===== src/rtl/sfg_pkg.sv =====
// Package: shared widths and the word-length decode for the serial
// timing generator. Assumes word lengths never exceed 32 bits.
package sfg_pkg;
    localparam int MOD_W   = 8;
    localparam int WLC_W   = 3;
    localparam int FRM_W   = 5;
    localparam int PRE_DIV = 8;
    localparam int BIT_CW  = 5;

    // Last bit index of a word for a given length code.
    function automatic logic [BIT_CW-1:0] wl_last(input logic [WLC_W-1:0] code);
        case (code)
            3'd0:    wl_last = 5'd7;
            3'd1:    wl_last = 5'd11;
            3'd2:    wl_last = 5'd15;
            3'd3:    wl_last = 5'd23;
            default: wl_last = 5'd31;
        endcase
    endfunction
endpackage


===== src/rtl/sfg_bitclk.sv =====
// Bit clock enable: prescaler (1 or PRE_DIV), modulus divider (M+1) and a
// fixed halving stage. Settings are loaded during reset and on 'load',
// which must coincide with a bit_en so every counter is already at zero.
module sfg_bitclk #(
    parameter int MOD_W   = 8,
    parameter int PRE_DIV = 8
) (
    input  logic             clk,
    input  logic             rst_n,
    input  logic             load,
    input  logic             slow_in,
    input  logic [MOD_W-1:0] mod_in,
    output logic             bit_en
);
    localparam int PRE_CW = $clog2(PRE_DIV);

    logic [PRE_CW-1:0] pre_cnt;
    logic [MOD_W-1:0]  mod_cnt;
    logic [MOD_W-1:0]  act_mod;
    logic              act_slow;
    logic              half;
    logic              pre_tick;
    logic              mod_tick;

    assign pre_tick = !act_slow || (pre_cnt == PRE_CW'(PRE_DIV - 1));
    assign mod_tick = pre_tick && (mod_cnt == act_mod);
    assign bit_en   = mod_tick && half;

    // Advance the three divide stages and pick up new settings.
    always_ff @(posedge clk) begin
        if (!rst_n) begin
            pre_cnt  <= '0;
            mod_cnt  <= '0;
            half     <= 1'b0;
            act_slow <= slow_in;
            act_mod  <= mod_in;
        end else begin
            if (!act_slow || pre_tick) pre_cnt <= '0;
            else                       pre_cnt <= pre_cnt + 1'b1;
            if (mod_tick)      mod_cnt <= '0;
            else if (pre_tick) mod_cnt <= mod_cnt + 1'b1;
            if (mod_tick) half <= ~half;
            if (load) begin
                act_slow <= slow_in;
                act_mod  <= mod_in;
            end
        end
    end
endmodule


===== src/rtl/sfg_framer.sv =====
// Word and frame counter for one port section. Counts bit enables into
// words, words into frames, and drives a frame sync level one bit or one
// word long. Settings load during reset and at the section's frame end.
module sfg_framer #(
    parameter int WLC_W = 3,
    parameter int FRM_W = 5
) (
    input  logic             clk,
    input  logic             rst_n,
    input  logic             bit_en,
    input  logic [WLC_W-1:0] wl_code_in,
    input  logic [FRM_W-1:0] frm_in,
    input  logic             fs_word_in,
    output logic             word_stb,
    output logic             frame_end,
    output logic             fsync
);
    import sfg_pkg::*;

    logic [BIT_CW-1:0] bit_cnt;
    logic [FRM_W-1:0]  word_cnt;
    logic [WLC_W-1:0]  act_code;
    logic [FRM_W-1:0]  act_frm;
    logic              act_fsw;

    assign word_stb  = bit_en && (bit_cnt == wl_last(act_code));
    assign frame_end = word_stb && (word_cnt == act_frm);
    assign fsync     = (word_cnt == '0) && (act_fsw || bit_cnt == '0);

    // Count bits and words; reload settings at each frame boundary.
    always_ff @(posedge clk) begin
        if (!rst_n) begin
            bit_cnt  <= '0;
            word_cnt <= '0;
            act_code <= wl_code_in;
            act_frm  <= frm_in;
            act_fsw  <= fs_word_in;
        end else begin
            if (word_stb)    bit_cnt <= '0;
            else if (bit_en) bit_cnt <= bit_cnt + 1'b1;
            if (frame_end)     word_cnt <= '0;
            else if (word_stb) word_cnt <= word_cnt + 1'b1;
            if (frame_end) begin
                act_code <= wl_code_in;
                act_frm  <= frm_in;
                act_fsw  <= fs_word_in;
            end
        end
    end
endmodule


===== src/rtl/sclk_fsync_gen.sv =====
// Top: shared bit clock plus a transmit and a receive framer. In sync
// mode the receive outputs mirror the transmit section. The bit clock
// settings and the mode load at the transmit frame boundary.
module sclk_fsync_gen #(
    parameter int MOD_W   = sfg_pkg::MOD_W,
    parameter int WLC_W   = sfg_pkg::WLC_W,
    parameter int FRM_W   = sfg_pkg::FRM_W,
    parameter int PRE_DIV = sfg_pkg::PRE_DIV
) (
    input  logic             clk,
    input  logic             rst_n,
    input  logic             pre_div8,
    input  logic [MOD_W-1:0] bit_mod,
    input  logic [WLC_W-1:0] tx_wl_code,
    input  logic [FRM_W-1:0] tx_frm_len,
    input  logic [WLC_W-1:0] rx_wl_code,
    input  logic [FRM_W-1:0] rx_frm_len,
    input  logic             sync_mode,
    input  logic             fs_word,
    output logic             bit_en,
    output logic             tx_word_stb,
    output logic             tx_fsync,
    output logic             rx_word_stb,
    output logic             rx_fsync,
    output logic             cfg_illegal
);
    localparam int NSEC = 2;

    logic [WLC_W-1:0] sec_code [NSEC];
    logic [FRM_W-1:0] sec_frm  [NSEC];
    logic [NSEC-1:0]  sec_word;
    logic [NSEC-1:0]  sec_end;
    logic [NSEC-1:0]  sec_fs;
    logic             act_sync;

    assign sec_code[0] = tx_wl_code;
    assign sec_code[1] = rx_wl_code;
    assign sec_frm[0]  = tx_frm_len;
    assign sec_frm[1]  = rx_frm_len;

    sfg_bitclk #(.MOD_W(MOD_W), .PRE_DIV(PRE_DIV)) u_bclk (
        .clk     (clk),
        .rst_n   (rst_n),
        .load    (sec_end[0]),
        .slow_in (pre_div8),
        .mod_in  (bit_mod),
        .bit_en  (bit_en)
    );

    for (genvar s = 0; s < NSEC; s++) begin : g_sec
        sfg_framer #(.WLC_W(WLC_W), .FRM_W(FRM_W)) u_frm (
            .clk        (clk),
            .rst_n      (rst_n),
            .bit_en     (bit_en),
            .wl_code_in (sec_code[s]),
            .frm_in     (sec_frm[s]),
            .fs_word_in (fs_word),
            .word_stb   (sec_word[s]),
            .frame_end  (sec_end[s]),
            .fsync      (sec_fs[s])
        );
    end

    // Latch the sync/async mode at the transmit frame boundary.
    always_ff @(posedge clk) begin
        if (!rst_n)          act_sync <= sync_mode;
        else if (sec_end[0]) act_sync <= sync_mode;
    end

    assign tx_word_stb = sec_word[0];
    assign tx_fsync    = sec_fs[0];
    assign rx_word_stb = act_sync ? sec_word[0] : sec_word[1];
    assign rx_fsync    = act_sync ? sec_fs[0]   : sec_fs[1];
    assign cfg_illegal = !pre_div8 && (bit_mod == '0);
endmodule


===== config.mk =====
export PLATFORM = sky130hd
export DESIGN_NAME = sclk_fsync_gen
export DESIGN_NICKNAME = d
export VERILOG_FILES = /design/src/rtl/sfg_pkg.sv /design/src/rtl/sfg_bitclk.sv /design/src/rtl/sfg_framer.sv /design/src/rtl/sclk_fsync_gen.sv
export SDC_FILE = /design/constraint.sdc
export NUM_CORES = 1
export LEC_CHECK = 0
export ABC_AREA = 1
export BUFFER_PORTS_ARGS = -buffer_cell sky130_fd_sc_hd__buf_4
export CAP_MARGIN = 10
export CORE_MARGIN = 5
export CORE_UTILIZATION = 40
export DETAILED_ROUTE_END_ITERATION = 16
export PLACE_DENSITY_LB_ADDON = 0.05
export SETUP_SLACK_MARGIN = 0.05
export SLEW_MARGIN = 20
export SYNTH_ARGS = -nofsm -noshare
export SYNTH_HDL_FRONTEND = slang
export SYNTH_SLANG_ARGS = --single-unit

===== constraint.sdc =====
create_clock -name clk -period 2.2 [get_ports clk]
set_input_delay 0.66 -clock clk [delete_from_list [all_inputs] [get_ports clk]]
set_output_delay 0.66 -clock clk [all_outputs]
set_load 0.05 [all_outputs]

# --- Yosys cells after proc, flatten, opt, wreduce, memory -nomap -nowiden ---
# Cells that the tools add are included.
word_totals:
  out_inout_bits: 6
  ff_bits: 60
  input_bits: 29
  elab_cells: 88
classes:
  eq_ne: 14
  n_bitwise: 2
  n_mux: 22
  n_reduce_logical: 28
  addsub: 6
op_table:
  columns: ["cell", "n"]
  rows:
  - ["case mux 5 bit (4 select lines)", 2]
  - ["adder 5 x 1 -> 5 bit, second input constant", 4]
  - ["equality test 5 bit", 4]
  - ["logical NOT 5 bit", 4]
  - ["2-to-1 mux 5 bit", 4]
  - ["2-to-1 mux 8 bit", 2]
  - ["equality test 3 x 2 -> 1 bit, second input constant", 4]
  - ["2-to-1 mux 3 bit", 4]
  - ["OR reduction 2 bit", 6]
  - ["2-to-1 mux 1 bit", 10]
  - ["logical AND 1 bit", 9]
  - ["adder 8 x 1 -> 8 bit, second input constant", 1]
  - ["equality test 8 bit", 1]
  - ["logical NOT 8 bit", 1]
  - ["equality test 3 x 1 -> 1 bit, second input constant", 2]
  - ["logical NOT 3 bit", 2]
  - ["logical OR 1 bit", 4]
  - ["inequality test 2 x 1 -> 1 bit, second input constant", 2]
  - ["adder 3 x 1 -> 3 bit, second input constant", 1]
  - ["equality test 3 bit, second input constant", 1]
  - ["logical NOT 1 bit", 2]
  - ["NOT 1 bit", 2]

# --- Depth between registers and ports, before layout ---
# Gate-level depths: netlist of the first run.
depth:
  word_depth: 8
  mapped_depth: 13
  depth_no_buf: 13

# --- Hierarchy ---
# A second synthesis of the first run with hierarchy kept.
unflattened:
  hier_cells: 367
  area_unflattened_um2: 3188.1
modules_own_cells:
  columns: ["mod", "cells_per_inst", "instances", "seq_area_each_um2", "area_per_inst_um2"]
  rows:
  - ["sfg_framer", 118, 2, 470.5, 1061.0]
  - ["sfg_bitclk", 114, 1, 510.5, 972.2]
  - ["sclk_fsync_gen", 17, 1, 30.0, 93.8]

# --- Worst setup path after synthesis of the first run ---
# OpenSTA, ideal clock, no wires.
synth_path:
  path_type: "flip-flop to output port"
  from: "register u_bclk.pre_cnt[0]"
  to: "output rx_word_stb"
  slack_ps: -936
  required_ps: 1540
  stages_incl_launch_ff: 11
  arrival_time_ps: 2476
  n_path_buf: 0
  path_cell_list: "dfxtp_1 -> ha_1 -> ha_1 -> inv_1 -> nand2_1 -> nand2_1 -> nor2_1 -> nand3_2 -> nor2_2 -> nand3_4 -> o21ai_0"
synth_between:
  elab_chain_cells: 6
  word_cells_on_any_way: 7
  cone_classes: "eq/ne: 1; mux: 1; reduce/logical: 5"
synth_lines:
  columns: ["item", "line", "rtl"]
  rows:
  - ["from (decl)", "sfg_bitclk.sv:17", "logic [PRE_CW-1:0] pre_cnt;"]
  - ["from (signal assigned)", "sfg_bitclk.sv:39", "else pre_cnt <= pre_cnt + 1'b1;"]
  - ["equality test 3 bit (*)", "sfg_bitclk.sv:25", "assign pre_tick = !act_slow || (pre_cnt == PRE_CW'(PRE_DIV - 1));"]
  - ["logical OR 1 bit (*)", "sfg_bitclk.sv:25", null]
  - ["logical AND 1 bit (*)", "sfg_bitclk.sv:26", "assign mod_tick = pre_tick && (mod_cnt == act_mod);"]
  - ["logical AND 1 bit (*)", "sfg_bitclk.sv:27", "assign bit_en = mod_tick && half;"]
  - ["logical AND 1 bit", "sfg_framer.sv:26", "assign word_stb = bit_en && (bit_cnt == wl_last(act_code));"]
  - ["2-to-1 mux 1 bit (*)", "sclk_fsync_gen.sv:72", "assign rx_word_stb = act_sync ? sec_word[0] : sec_word[1];"]
  - ["to (decl)", "sclk_fsync_gen.sv:23", "output logic rx_word_stb,"]
# Every way passes the cells marked *; elsewhere a longest branch is shown, timed or not.

# --- Worst setup path after layout of the first run ---
# Same ends and word-level chain as after synthesis.

==> results of run 1 <==
## layer usage
metal / vias to the layer above / GRT usage / part of all wire
met5: - / 0 / 0
met4: 0 / 0.0619 / 0.018
met3: 9 / 0.0364 / 0.039
met2: 34 / 0.216 / 0.44
met1: 1091 / 0.192 / 0.50
li1: 1266 / - / -
## placed cells by master, fill, tap and decap left out, drive strengths merged, types with 6 or more instances in the layout
cell	count
a21oi	14
buf	65
clkbuf	16
dfxtp	32
edfxtp	28
ha	11
inv	48
nand2	96
nand3	38
nand4	7
nor2	26
o21ai	6
xnor2	14
xor2	12
## state kept, by name (all words and copies together) (netlist names), 2 cells and up
name	count
u_bclk.pre_cnt	3
g_sec.u_frm.act_code	6
g_sec.u_frm.act_frm	10
u_bclk.mod_cnt	8
u_bclk.act_mod	8
g_sec.u_frm.bit_cnt	10
g_sec.u_frm.act_fsw	2
g_sec.u_frm.word_cnt	10
## area by class of cell
class | count | area (um^2) | share of cell area
flip-flops and latches | 60 | 1490 | 0.366
multi-input cells | 233 | 1430 | 0.351
repair buffers | 67 | 651 | 0.160
clock inverters | 2 | 10.0 | 0.00246
well taps | 99 | 124 | 0.0305
clock buffers | 14 | 163 | 0.0400
inverters | 50 | 203 | 0.0498
## power by group through the flow
stage	Clock [uW]	Sequential, uW	Combinational [uW]
global route	974	1220	198
global placement	0	1240	153
floorplan	0	1240	69.0
CTS	911	1220	164
detailed placement	0	1240	156
finish	873	1220	180
## timing repair
action                     4_1_cts  5_1_grt
gates cloned                     0        2
gates resized for setup         21       24
hold endpoints to repair         0        0
setup endpoints to repair        6       42
pin swaps                        6        7
setup buffers                    2        6
## path summary, 6_finish.rpt
| path | to | cells after the start | slack (ns) | start |
|---|---|---|---|---|
| max | rx_word_stb | 12 | -0.38 | u_bclk.pre_cnt[0] |
| min | g_sec[1].u_frm.bit_cnt[4] | 2 | 0.48 | g_sec[1].u_frm.bit_cnt[4] |
| max reg2reg | act_sync | 16 | -0.01 | u_bclk.pre_cnt[0] |
| min reg2reg | g_sec[1].u_frm.bit_cnt[4] | 2 | 0.48 | g_sec[1].u_frm.bit_cnt[4] |
## stage by stage
step	TNS, ns	utilization	hold WS, ns
detailed placement	-0.282	0.499	0.424
global placement	-0.206	0.499	0.415
floorplan	-0.244	-	0.408
finish	-1.10	0.561	0.482
global route	-4.53	0.561	0.487
CTS	-1.14	0.536	0.433
## cells by family after synthesis
family                   after synthesis  synth area share
AND/OR/NAND/NOR                      174             0.271
AO/OA/AOI/OAI                         22            0.0389
flip-flops                            60             0.495
XOR/XNOR                              26            0.0762
adder cells (fa/ha/maj)               11            0.0460
buffers and inverters                 54            0.0728
## worst reg2reg max path, delay by kind of cell (launching register included)
family	cells	cell delay (ns)
AND/OR/NAND/NOR	8	0.69
buffers and inverters	6	0.63
flip-flops	1	0.35
adder cells (fa/ha/maj)	2	0.24
==> run metrics, run 1 <==
cell with the biggest individual delay on the critical path sky130_fd_sc_hd__dfxtp_2; number of storage elements in the synthesis netlist 60; total via count in the routed design 2400; maximum cell stage delay along the critical path 0.35 ns; share of total power in sequential cells 0.537; proportion of synthesized flip-flops having asynchronous set or reset 0; fraction of final layout cells with drive strength greater than 1 0.291; maximum fanout count along the critical path 3; highest attainable clock frequency 387 MHz; worst relative slew slack 0.826; smallest setup slack after layout -0.381 ns; outcome finished with violations; height of the chip 96.5 um; via count of the first global-routing pass 2252; violations in the final reports negative setup slack; largest delay contributor family on the critical path simple AND/OR/NAND/NOR gates; starting density of the core 0.412; post-route insts no fill 525; area share of the leading cell type in the synthesized netlist 0.281; global placement routability congestion 0.800; cell row count 31; Main synth FF type sky130_fd_sc_hd__dfxtp_1; number of distinct library cell variants in the gate-level netlist after synthesis 29; max-slew violation count 0; clock insertion delay at the later pin of the skew report 0.32 ns; RSZ-0062 raised after global routing yes; Req. time, crit path 1.54 ns; post-synthesis sequential area ratio 0.495; area after detailed placement 3620 um^2; startpoint-to-endpoint class of the critical path flip-flop to output pin; Bufs on Longest Clock Path 2; master cell of the clock root buffer sky130_fd_sc_hd__clkbuf_8; Sw Pwr 506 uW; clock tree skew after final layout 0.0106 ns; cell accounting for the most synthesized area sky130_fd_sc_hd__edfxtp_1; sort of element at the end of the critical path output pin; total design power 2270 uW; chain of cells forming the critical path ha_4, ha_4, inv_2, nand2_2, nand2_2, nor2_2, nand3_2, nor2_4, buf_6, nand3_4, o21ai_4, buf_6; DRT iter0 DRCs 81; proportion of power drawn by combinational gates 0.079; switching power as a share of total power 0.223; sum of net half-perimeters after detailed placement 4540 um; transition time at the pin with the least slew margin 0.260 ns; Port Buf Inserts 34; initial antenna violation count 0; Clock H-tree levels 3; Filler Cells Inserted 702; most frequently used cell type in the post-synthesis netlist sky130_fd_sc_hd__nand2_1; final design area excluding fillers 4070 um^2; data arrival time of the critical path 1.92 ns; top post-synthesis cells by area sky130_fd_sc_hd__edfxtp_1 28%, sky130_fd_sc_hd__dfxtp_1 21%, sky130_fd_sc_hd__nand2_1 12%, sky130_fd_sc_hd__inv_1 5.9%, sky130_fd_sc_hd__nand3_1 5.9%; Commonest cells post-synth 92 x sky130_fd_sc_hd__nand2_1, 47 x sky130_fd_sc_hd__inv_1, 35 x sky130_fd_sc_hd__nand3_1; # DRC 0; count of antenna diodes in the layout 0; Overflow after GRT 0; Hold/Removal Path Class flip-flop to flip-flop; crit path time final 2.58 ns; Tot GR Track Use 0.143; syn avg cell area 8.62 um^2; buffer and inverter count on the worst path 3; routed wire length 6140 um; number of warnings printed during yosys synthesis 0; number of ports placed on the die boundary 35; global-route wire length before repair 10100 um; number of hold buffers added after cts 0; Internal 1770 uW; gate count of the mapped netlist 347; maxcap violations 0; die footprint 9310 um^2; Cell Count Post-Placement 499; largest voltage drop on the vdd net 0.338 mV; number of CTS-inserted buffers 9; fin nets 461; die width 96.5 um; Post-Place Setup Slack -0.142 ns; pin count of the biggest net entering global routing 12; Syn Std Cell Area 2990 um^2; number of enable-type register cells in the synthesized netlist 28; clock tree from TritonCTS yes; final worst path period share 1.17; power share of the clock group 0.384; synthesized netlist net count 387; cell area power density 558 nW/um^2; clock sink total 60; via density per instance 4.57; first-pass iteration count of the detailed router 5; leakage dissipation 0.00172 uW; final setup violation count 10; Antenna Nets Post-Route 0; number of hold-slack violations in the final timing report 0; launching element type of the critical path flip-flop; Core Area 7250 um^2; synthesis-to-layout area growth 36.0%; clock slew at the register clock pins of the worst setup and hold paths 0.07 ns; average wire per cell in the routed design 11.7 um
(Power assumes the default switching activity.)
==> run 2: changes to the inputs <==
--- a/config.mk
+++ b/config.mk
@@ -8,8 +8,10 @@
 export ABC_AREA = 1
 export BUFFER_PORTS_ARGS = -buffer_cell sky130_fd_sc_hd__buf_4
 export CAP_MARGIN = 10
+export CELL_PAD_IN_SITES_DETAIL_PLACEMENT = 0
+export CELL_PAD_IN_SITES_GLOBAL_PLACEMENT = 2
 export CORE_MARGIN = 5
-export CORE_UTILIZATION = 40
+export CORE_UTILIZATION = 32
 export DETAILED_ROUTE_END_ITERATION = 16
 export PLACE_DENSITY_LB_ADDON = 0.05
 export SETUP_SLACK_MARGIN = 0.05
==> run 2 against run 1 <==
The run still ends with negative setup slack left. Clock skew is 0.0024 ns lower. Cell area is 0.28% lower. Clock power increased by 26%. Global-route usage is 2.1 points lower. Combinational power fell by 7%. Count of clock-buffer cells in the layout is 3 lower. Flip-flop and latch count unchanged. Die area rose by 22%. Core utilization down 12 points. Register-to-register slack better by 0.08 ns. Final cell count grew 1.9%. Setup slack worse by 0.032 ns. Largest cell class unchanged.
==> run metrics, run 2 (synthesis gave the netlist of run 1 again) <==
launching element type of the critical path flip-flop; die width 107 um (+11%); transition time at the pin with the least slew margin 0.278 ns (+0.0184 ns); outcome finished with violations; data arrival time of the critical path 1.95 ns (+0.03 ns); total design power 2490 uW (+9.4%); final setup violation count 4 (-6); # DRC 0 (unchanged); Overflow after GRT 0 (unchanged); Hold/Removal Path Class flip-flop to flip-flop; largest voltage drop on the vdd net 0.232 mV (-31%); maxcap violations 0 (unchanged); master cell of the clock root buffer sky130_fd_sc_hd__clkbuf_8; sum of negative setup slack -1.15 ns (-0.0440 ns); area after detailed placement 3650 um^2 (+0.83%); maximum cell stage delay along the critical path 0.35 ns (about the same); average wire per cell in the routed design 12.3 um (+5.5%); final worst path period share 1.19 (+0.0147); Req. time, crit path 1.54 ns (about the same); Hold EP g_sec[0].u_frm.bit_cnt[4]; via density per instance 4.42 (-3.3%); number of CTS-inserted buffers 9 (unchanged); cell row count 35 (+13%); fin nets 460 (-0.22%); first-pass iteration count of the detailed router 7 (+2); clock slew at the register clock pins of the worst setup and hold paths 0.07 ns (about the same); synthesis-to-layout area growth 35.6%; proportion of power drawn by combinational gates 0.067 (-0.012); pin count of the biggest net entering global routing 14 (+2); Tot GR Track Use 0.121 (-0.0213); number of hold-slack violations in the final timing report 0 (unchanged); initial antenna violation count 0 (unchanged); fraction of final layout cells with drive strength greater than 1 0.285 (-0.00570); Worst Hold Launch g_sec[0].u_frm.bit_cnt[4]; total via count in the routed design 2364 (-1.5%); endpoint of the worst register-to-register path g_sec[1].u_frm.act_code[1]; startpoint of the worst register-to-register path u_bclk.pre_cnt[0]; starting density of the core 0.325 (-0.0871); clock insertion delay at the later pin of the skew report 0.33 ns (about the same); DRT iter0 DRCs 104 (+28%); chain of cells forming the critical path ha_4, ha_4, inv_2, nand2_2, nand2_1, nor2_1, nand3_2, nor2_4, nand3_4, clkinvlp_4, nand2_2, o21ai_4, buf_8; highest attainable clock frequency 383 MHz (-1.2%); final design area excluding fillers 4060 um^2 (-0.28%); global-route wire length before repair 10900 um (+8.0%); sort of element at the end of the critical path output pin; share of total power in sequential cells 0.490 (-0.047); power share of the clock group 0.443 (+0.059); Internal 1950 uW (+10%); RSZ-0062 raised after global routing yes; switching power as a share of total power 0.215 (-0.00787); maximum fanout count along the critical path 3 (unchanged); cell with the biggest individual delay on the critical path sky130_fd_sc_hd__dfxtp_2; leakage dissipation 0.00171 uW (-0.52%); Worst Reg-to-Reg Cells 14 (-2); via count of the first global-routing pass 2236 (-0.71%); Core Area 9200 um^2 (+27%); startpoint-to-endpoint class of the critical path flip-flop to output pin; most frequent cells in the layout 88 x sky130_fd_sc_hd__nand2_1, 51 x sky130_fd_sc_hd__buf_4, 42 x sky130_fd_sc_hd__inv_1; Sw Pwr 534 uW (+5.5%); die footprint 11400 um^2 (+22%); global placement routability congestion 0.743 (-7.0%); worst relative slew slack 0.815 (-0.0110); sum of net half-perimeters after detailed placement 4830 um (+6.6%); count of antenna diodes in the layout 0 (unchanged); most common library cell in the layout ignoring fill and taps sky130_fd_sc_hd__nand2_1; worst hold path depth 2 (unchanged); Antenna Nets Post-Route 0 (unchanged); utilization after layout 0.441 (-0.120); clock sink total 60 (unchanged); crit path time final 2.61 ns (+0.0324 ns); number of ports placed on the die boundary 35 (unchanged); routed wire length 6600 um (+7.5%); max-slew violation count 0 (unchanged); Filler Cells Inserted 921 (+31%); violations in the final reports negative setup slack; cell area power density 613 nW/um^2 (+9.7%); Port Buf Inserts 34 (unchanged); clock tree skew after final layout 0.00824 ns (-0.00239 ns); Post-Place Setup Slack -0.132 ns (+0.00946 ns); clock tree from TritonCTS yes; Bufs on Longest Clock Path 2 (unchanged); largest registers in the final layout g_sec.u_frm.act_frm x10, g_sec.u_frm.bit_cnt x10, g_sec.u_frm.word_cnt x10; smallest setup slack after layout -0.414 ns (-0.0324 ns); Clock H-tree levels 3 (unchanged); FF-to-FF setup slack 0.07 ns (+0.08 ns); height of the chip 107 um (+11%)
==> run 2: cell count changes in the layout (fill, tap and decap cells not counted), moves of 2 or more <==
cell,change
sky130_fd_sc_hd__buf_6,-5
sky130_fd_sc_hd__nand2_1,+2
sky130_fd_sc_hd__clkbuf_1,-2
sky130_fd_sc_hd__buf_4,+5
sky130_fd_sc_hd__nand2_4,-2
sky130_fd_sc_hd__bufinv_16,+2
==> run 2: power groups by stage <==
| stage | combinational, uW | clock (uW) | sequential, uW |
|---|---|---|---|
| 6_report | 167 | 1100 | 1220 |
| 5_1_grt | 185 | 1190 | 1220 |
| 4_1_cts | 159 | 1140 | 1220 |
| 3_5_place_dp | 157 | 0 | 1240 |
| 3_3_place_gp | 157 | 0 | 1240 |
| 2_1_floorplan | 69.0 | 0 | 1240 |
==> run 2: how the worst max path moves through the flow <==
| stage | from | end | slack (ns) | depth (start not counted) |
|---|---|---|---|---|
| after global routing | u_bclk.pre_cnt[0] | rx_word_stb | -0.55 | 13 |
| final | u_bclk.pre_cnt[0] | rx_word_stb | -0.41 | 13 |
| after CTS | u_bclk.pre_cnt[0] | rx_word_stb | -0.45 | 13 |
| after detailed placement | u_bclk.pre_cnt[0] | rx_word_stb | -0.13 | 13 |
| after floorplan | u_bclk.pre_cnt[1] | rx_word_stb | -0.24 | 12 |
| after global placement | u_bclk.pre_cnt[0] | rx_word_stb | -0.11 | 13 |
==> run 2: worst max-delay path: cells and delay by family (launching register included) <==
family | cells | cell delay [ns]
adder cells (fa/ha/maj) | 2 | 0.24
flip-flops | 1 | 0.35
buffers and inverters | 3 | 0.28
AND/OR/NAND/NOR | 7 | 0.67
AO/OA/AOI/OAI | 1 | 0.08
==> run 2: layout make-up <==
type,count,area [um^2],share of cell area
Tap cell,111,139,0.0342
Timing Repair Buffer,66,612,0.151
Multi-Input combinational cell,233,1400,0.346
Clock buffer,11,141,0.0349
Inverter,50,198,0.0487
Sequential cell,60,1490,0.367
Clock inverter,4,73.8,0.0182
==> run 2: metal layers <==
layer	wire (um)	vias up	GRT usage	part of all wire
li1	-	1267	-	-
met5	0	-	0	0
met1	3450	1057	0.174	0.52
met3	214	7	0.0367	0.032
met4	79	0	0.0329	0.012
met2	2850	33	0.177	0.43
==> run 2: timing repair <==
| action | 4_1_cts | 5_1_grt |
|---|---|---|
| cloned | 0 | 1 |
| endpoints found under the setup margin | 22 | 27 |
| pin swaps | 5 | 4 |
| hold buffers | 0 | 0 |
| resized for setup | 18 | 15 |
| buffers inserted | 3 | 3 |
==> run 2: metrics by stage <==
step           hold slack, ns  instances
3_5_place_dp            0.420        513
5_1_grt                 0.472        535
6_report                0.481        535
3_3_place_gp            0.414        513
4_1_cts                 0.430        531
2_1_floorplan           0.408        347
==> run 3: changes to the inputs <==
--- a/config.mk
+++ b/config.mk
@@ -7,11 +7,10 @@
 export LEC_CHECK = 0
 export ABC_AREA = 1
 export BUFFER_PORTS_ARGS = -buffer_cell sky130_fd_sc_hd__buf_4
-export CAP_MARGIN = 10
 export CELL_PAD_IN_SITES_DETAIL_PLACEMENT = 0
 export CELL_PAD_IN_SITES_GLOBAL_PLACEMENT = 2
 export CORE_MARGIN = 5
-export CORE_UTILIZATION = 32
+export CORE_UTILIZATION = 35
 export DETAILED_ROUTE_END_ITERATION = 16
 export PLACE_DENSITY_LB_ADDON = 0.05
 export SETUP_SLACK_MARGIN = 0.05
==> constraint.sdc (replaced) <==
create_clock -name clk -period 2.7 [get_ports clk]
set_input_delay 0.81 -clock clk [delete_from_list [all_inputs] [get_ports clk]]
set_output_delay 0.81 -clock clk [all_outputs]
set_load 0.05 [all_outputs]
==> run 3 against run 2 <==
The flow still finishes with violations (negative setup slack). Die area is 7.8% lower. Core utilization is 1.3 points higher. Worst hold slack worse by 0.048 ns. Global-route usage is 0.63 points higher. Routed wire length is 7.2% lower. Sequential power is 19% lower. First-iteration DRC count is 33% lower. Combinational power is 35% lower. Register-to-register slack better by 0.33 ns. Sequential share of layout area is 2.9 points higher. Critical endpoint unchanged. Largest power group unchanged.
==> run metrics, run 3 (synthesis gave the netlist of run 1 again) <==
transition time at the pin with the least slew margin 0.333 ns (+0.0547 ns); max-slew violation count 0 (unchanged); clock tree from TritonCTS yes; clock slew at the register clock pins of the worst setup and hold paths 0.07 ns (about the same); global-route wire length before repair 10300 um (-5.9%); worst hold path depth 1 (-1); global placement routability congestion 0.743 (about the same); die footprint 10500 um^2 (-7.8%); routed wire length 6120 um (-7.2%); Worst Reg-to-Reg Cells 13 (-1); outcome finished with violations; average wire per cell in the routed design 12.0 um (-2.6%); clock tree skew after final layout 0.00831 ns (+0.0000651 ns); utilization after layout 0.454 (+0.0132); number of hold-slack violations in the final timing report 0 (unchanged); number of ports placed on the die boundary 35 (unchanged); pin count of the biggest net entering global routing 26 (+12); data arrival time of the critical path 1.92 ns (-0.03 ns); power share of the clock group 0.468 (+0.025); cell area power density 552 nW/um^2 (-9.8%); clock sink total 60 (unchanged); RSZ-0062 raised after global routing yes; most common library cell in the layout ignoring fill and taps sky130_fd_sc_hd__nand2_1; Bufs on Longest Clock Path 2 (unchanged); height of the chip 102 um (-4.0%); via density per instance 4.52 (+2.3%); sum of net half-perimeters after detailed placement 4560 um (-5.7%); Hold/Removal Path Class flip-flop to flip-flop; Sw Pwr 431 uW (-19%); largest registers in the final layout g_sec.u_frm.act_frm x10, g_sec.u_frm.bit_cnt x10, g_sec.u_frm.word_cnt x10; maxcap violations 0 (unchanged); hold slack final 0.433 ns (-0.0476 ns); fraction of final layout cells with drive strength greater than 1 0.212 (-0.0730); number of CTS-inserted buffers 9 (unchanged); worst relative slew slack 0.776 (-0.0385); synthesis-to-layout area growth 25.4%; DRT iter0 DRCs 70 (-33%); switching power as a share of total power 0.208 (-0.00723); cell with the biggest individual delay on the critical path sky130_fd_sc_hd__dfxtp_2; total via count in the routed design 2305 (-2.5%); Filler Cells Inserted 848 (-7.9%); count of antenna diodes in the layout 0 (unchanged); leakage dissipation 0.00157 uW (-8.3%); Core Area 8260 um^2 (-10%); die width 102 um (-4.0%); # DRC 0 (unchanged); Req. time, crit path 1.89 ns (+0.35 ns); starting density of the core 0.362 (+0.0370); final setup violation count 1 (-3); Tot GR Track Use 0.128 (+0.00631); startpoint-to-endpoint class of the critical path flip-flop to output pin; Internal 1640 uW (-16%); number of hold buffers added after cts 0 (unchanged); clock insertion delay at the later pin of the skew report 0.33 ns (about the same); first-pass iteration count of the detailed router 4 (-3); sort of element at the end of the critical path output pin; crit path time final 2.73 ns; fin nets 440 (-4.3%); final worst path period share 1.01; Port Buf Inserts 34 (unchanged); cell row count 33 (-5.7%); proportion of power drawn by combinational gates 0.053 (-0.014); highest attainable clock frequency 367 MHz; chain of cells forming the critical path ha_4, ha_4, inv_2, nand2_2, nand2_1, nor2_1, nand3_2, nor2_4, buf_6, nand3_4, o21ai_4, buf_6; most frequent cells in the layout 90 x sky130_fd_sc_hd__nand2_1, 45 x sky130_fd_sc_hd__inv_1, 42 x sky130_fd_sc_hd__buf_4; maximum fanout count along the critical path 2 (-1); smallest setup slack after layout -0.0261 ns (+0.388 ns); master cell of the clock root buffer sky130_fd_sc_hd__clkbuf_8; via count of the first global-routing pass 2201 (-1.6%); share of total power in sequential cells 0.479 (-0.011); launching element type of the critical path flip-flop; initial antenna violation count 0 (unchanged); largest voltage drop on the vdd net 0.181 mV (-22%); Overflow after GRT 0 (unchanged); Antenna Nets Post-Route 0 (unchanged); maximum cell stage delay along the critical path 0.35 ns (about the same); violations in the final reports negative setup slack; Clock H-tree levels 3 (unchanged)
-- run 3: per-stage QoR --
step	TNS [ns]	cells	power, uW	instance area, um^2	setup slack (ns)
floorplan	-0.0166	347	1060	3010	-0.0166
global placement	0	493	1120	3450	0.153
detailed placement	0	493	1120	3450	0.147
CTS	-0.134	510	2110	3740	-0.134
global route	-0.219	510	2170	3750	-0.181
finish	-0.0261	510	2070	3750	-0.0261
-- run 3: final cells by class --
cell class | instances | area, um^2 | area share
well taps | 105 | 131 | 0.0350
flip-flops and latches | 60 | 1480 | 0.396
repair buffers | 46 | 364 | 0.0971
multi-input cells | 233 | 1340 | 0.358
clock inverters | 7 | 115 | 0.0307
clock buffers | 9 | 124 | 0.0330
inverters | 50 | 191 | 0.0510
-- run 3: repair_timing --
action / 4_1_cts / 5_1_grt
buffers inserted: 1 / 0
pin swaps: 5 / 4
endpoints found under the setup margin: 3 / 3
hold endpoints to repair: 0 / 0
resized for setup: 13 / 2
-- run 3: worst max-delay path: cells and delay by family, from the launching register on --
family          cells  cell delay (ns)
compound gates      1             0.14
flops               1             0.35
simple gates        6             0.53
fa+ha+maj           2             0.26
buf+inv             3             0.32
-- run 3: power by group through the flow --
stage          Combinational [uW]  Sequential [uW]  Clock (uW)
2_1_floorplan                54.6             1010           0
3_3_place_gp                  110             1010           0
3_5_place_dp                  111             1010           0
4_1_cts                       112              993        1000
5_1_grt                       123              996        1050
6_report                      109              993         970
-- run 3: routing by layer --
layer / global-route usage / routed length [um] / vias to the layer above
met5: 0 / 0 / -
met4: 0.0444 / 58 / 0
met1: 0.166 / 3030 / 1047
li1: - / - / 1222
met2: 0.199 / 2830 / 30
met3: 0.0430 / 207 / 6
-- run 3: final timing paths --
| path | end | slack (ns) | from |
|---|---|---|---|
| worst max-delay path | rx_word_stb | -0.03 | u_bclk.pre_cnt[1] |
| worst min-delay path | u_bclk.pre_cnt[0] | 0.43 | u_bclk.pre_cnt[0] |
| worst max register to register | g_sec[1].u_frm.act_frm[0] | 0.40 | u_bclk.pre_cnt[1] |
| worst min register to register | u_bclk.pre_cnt[0] | 0.43 | u_bclk.pre_cnt[0] |
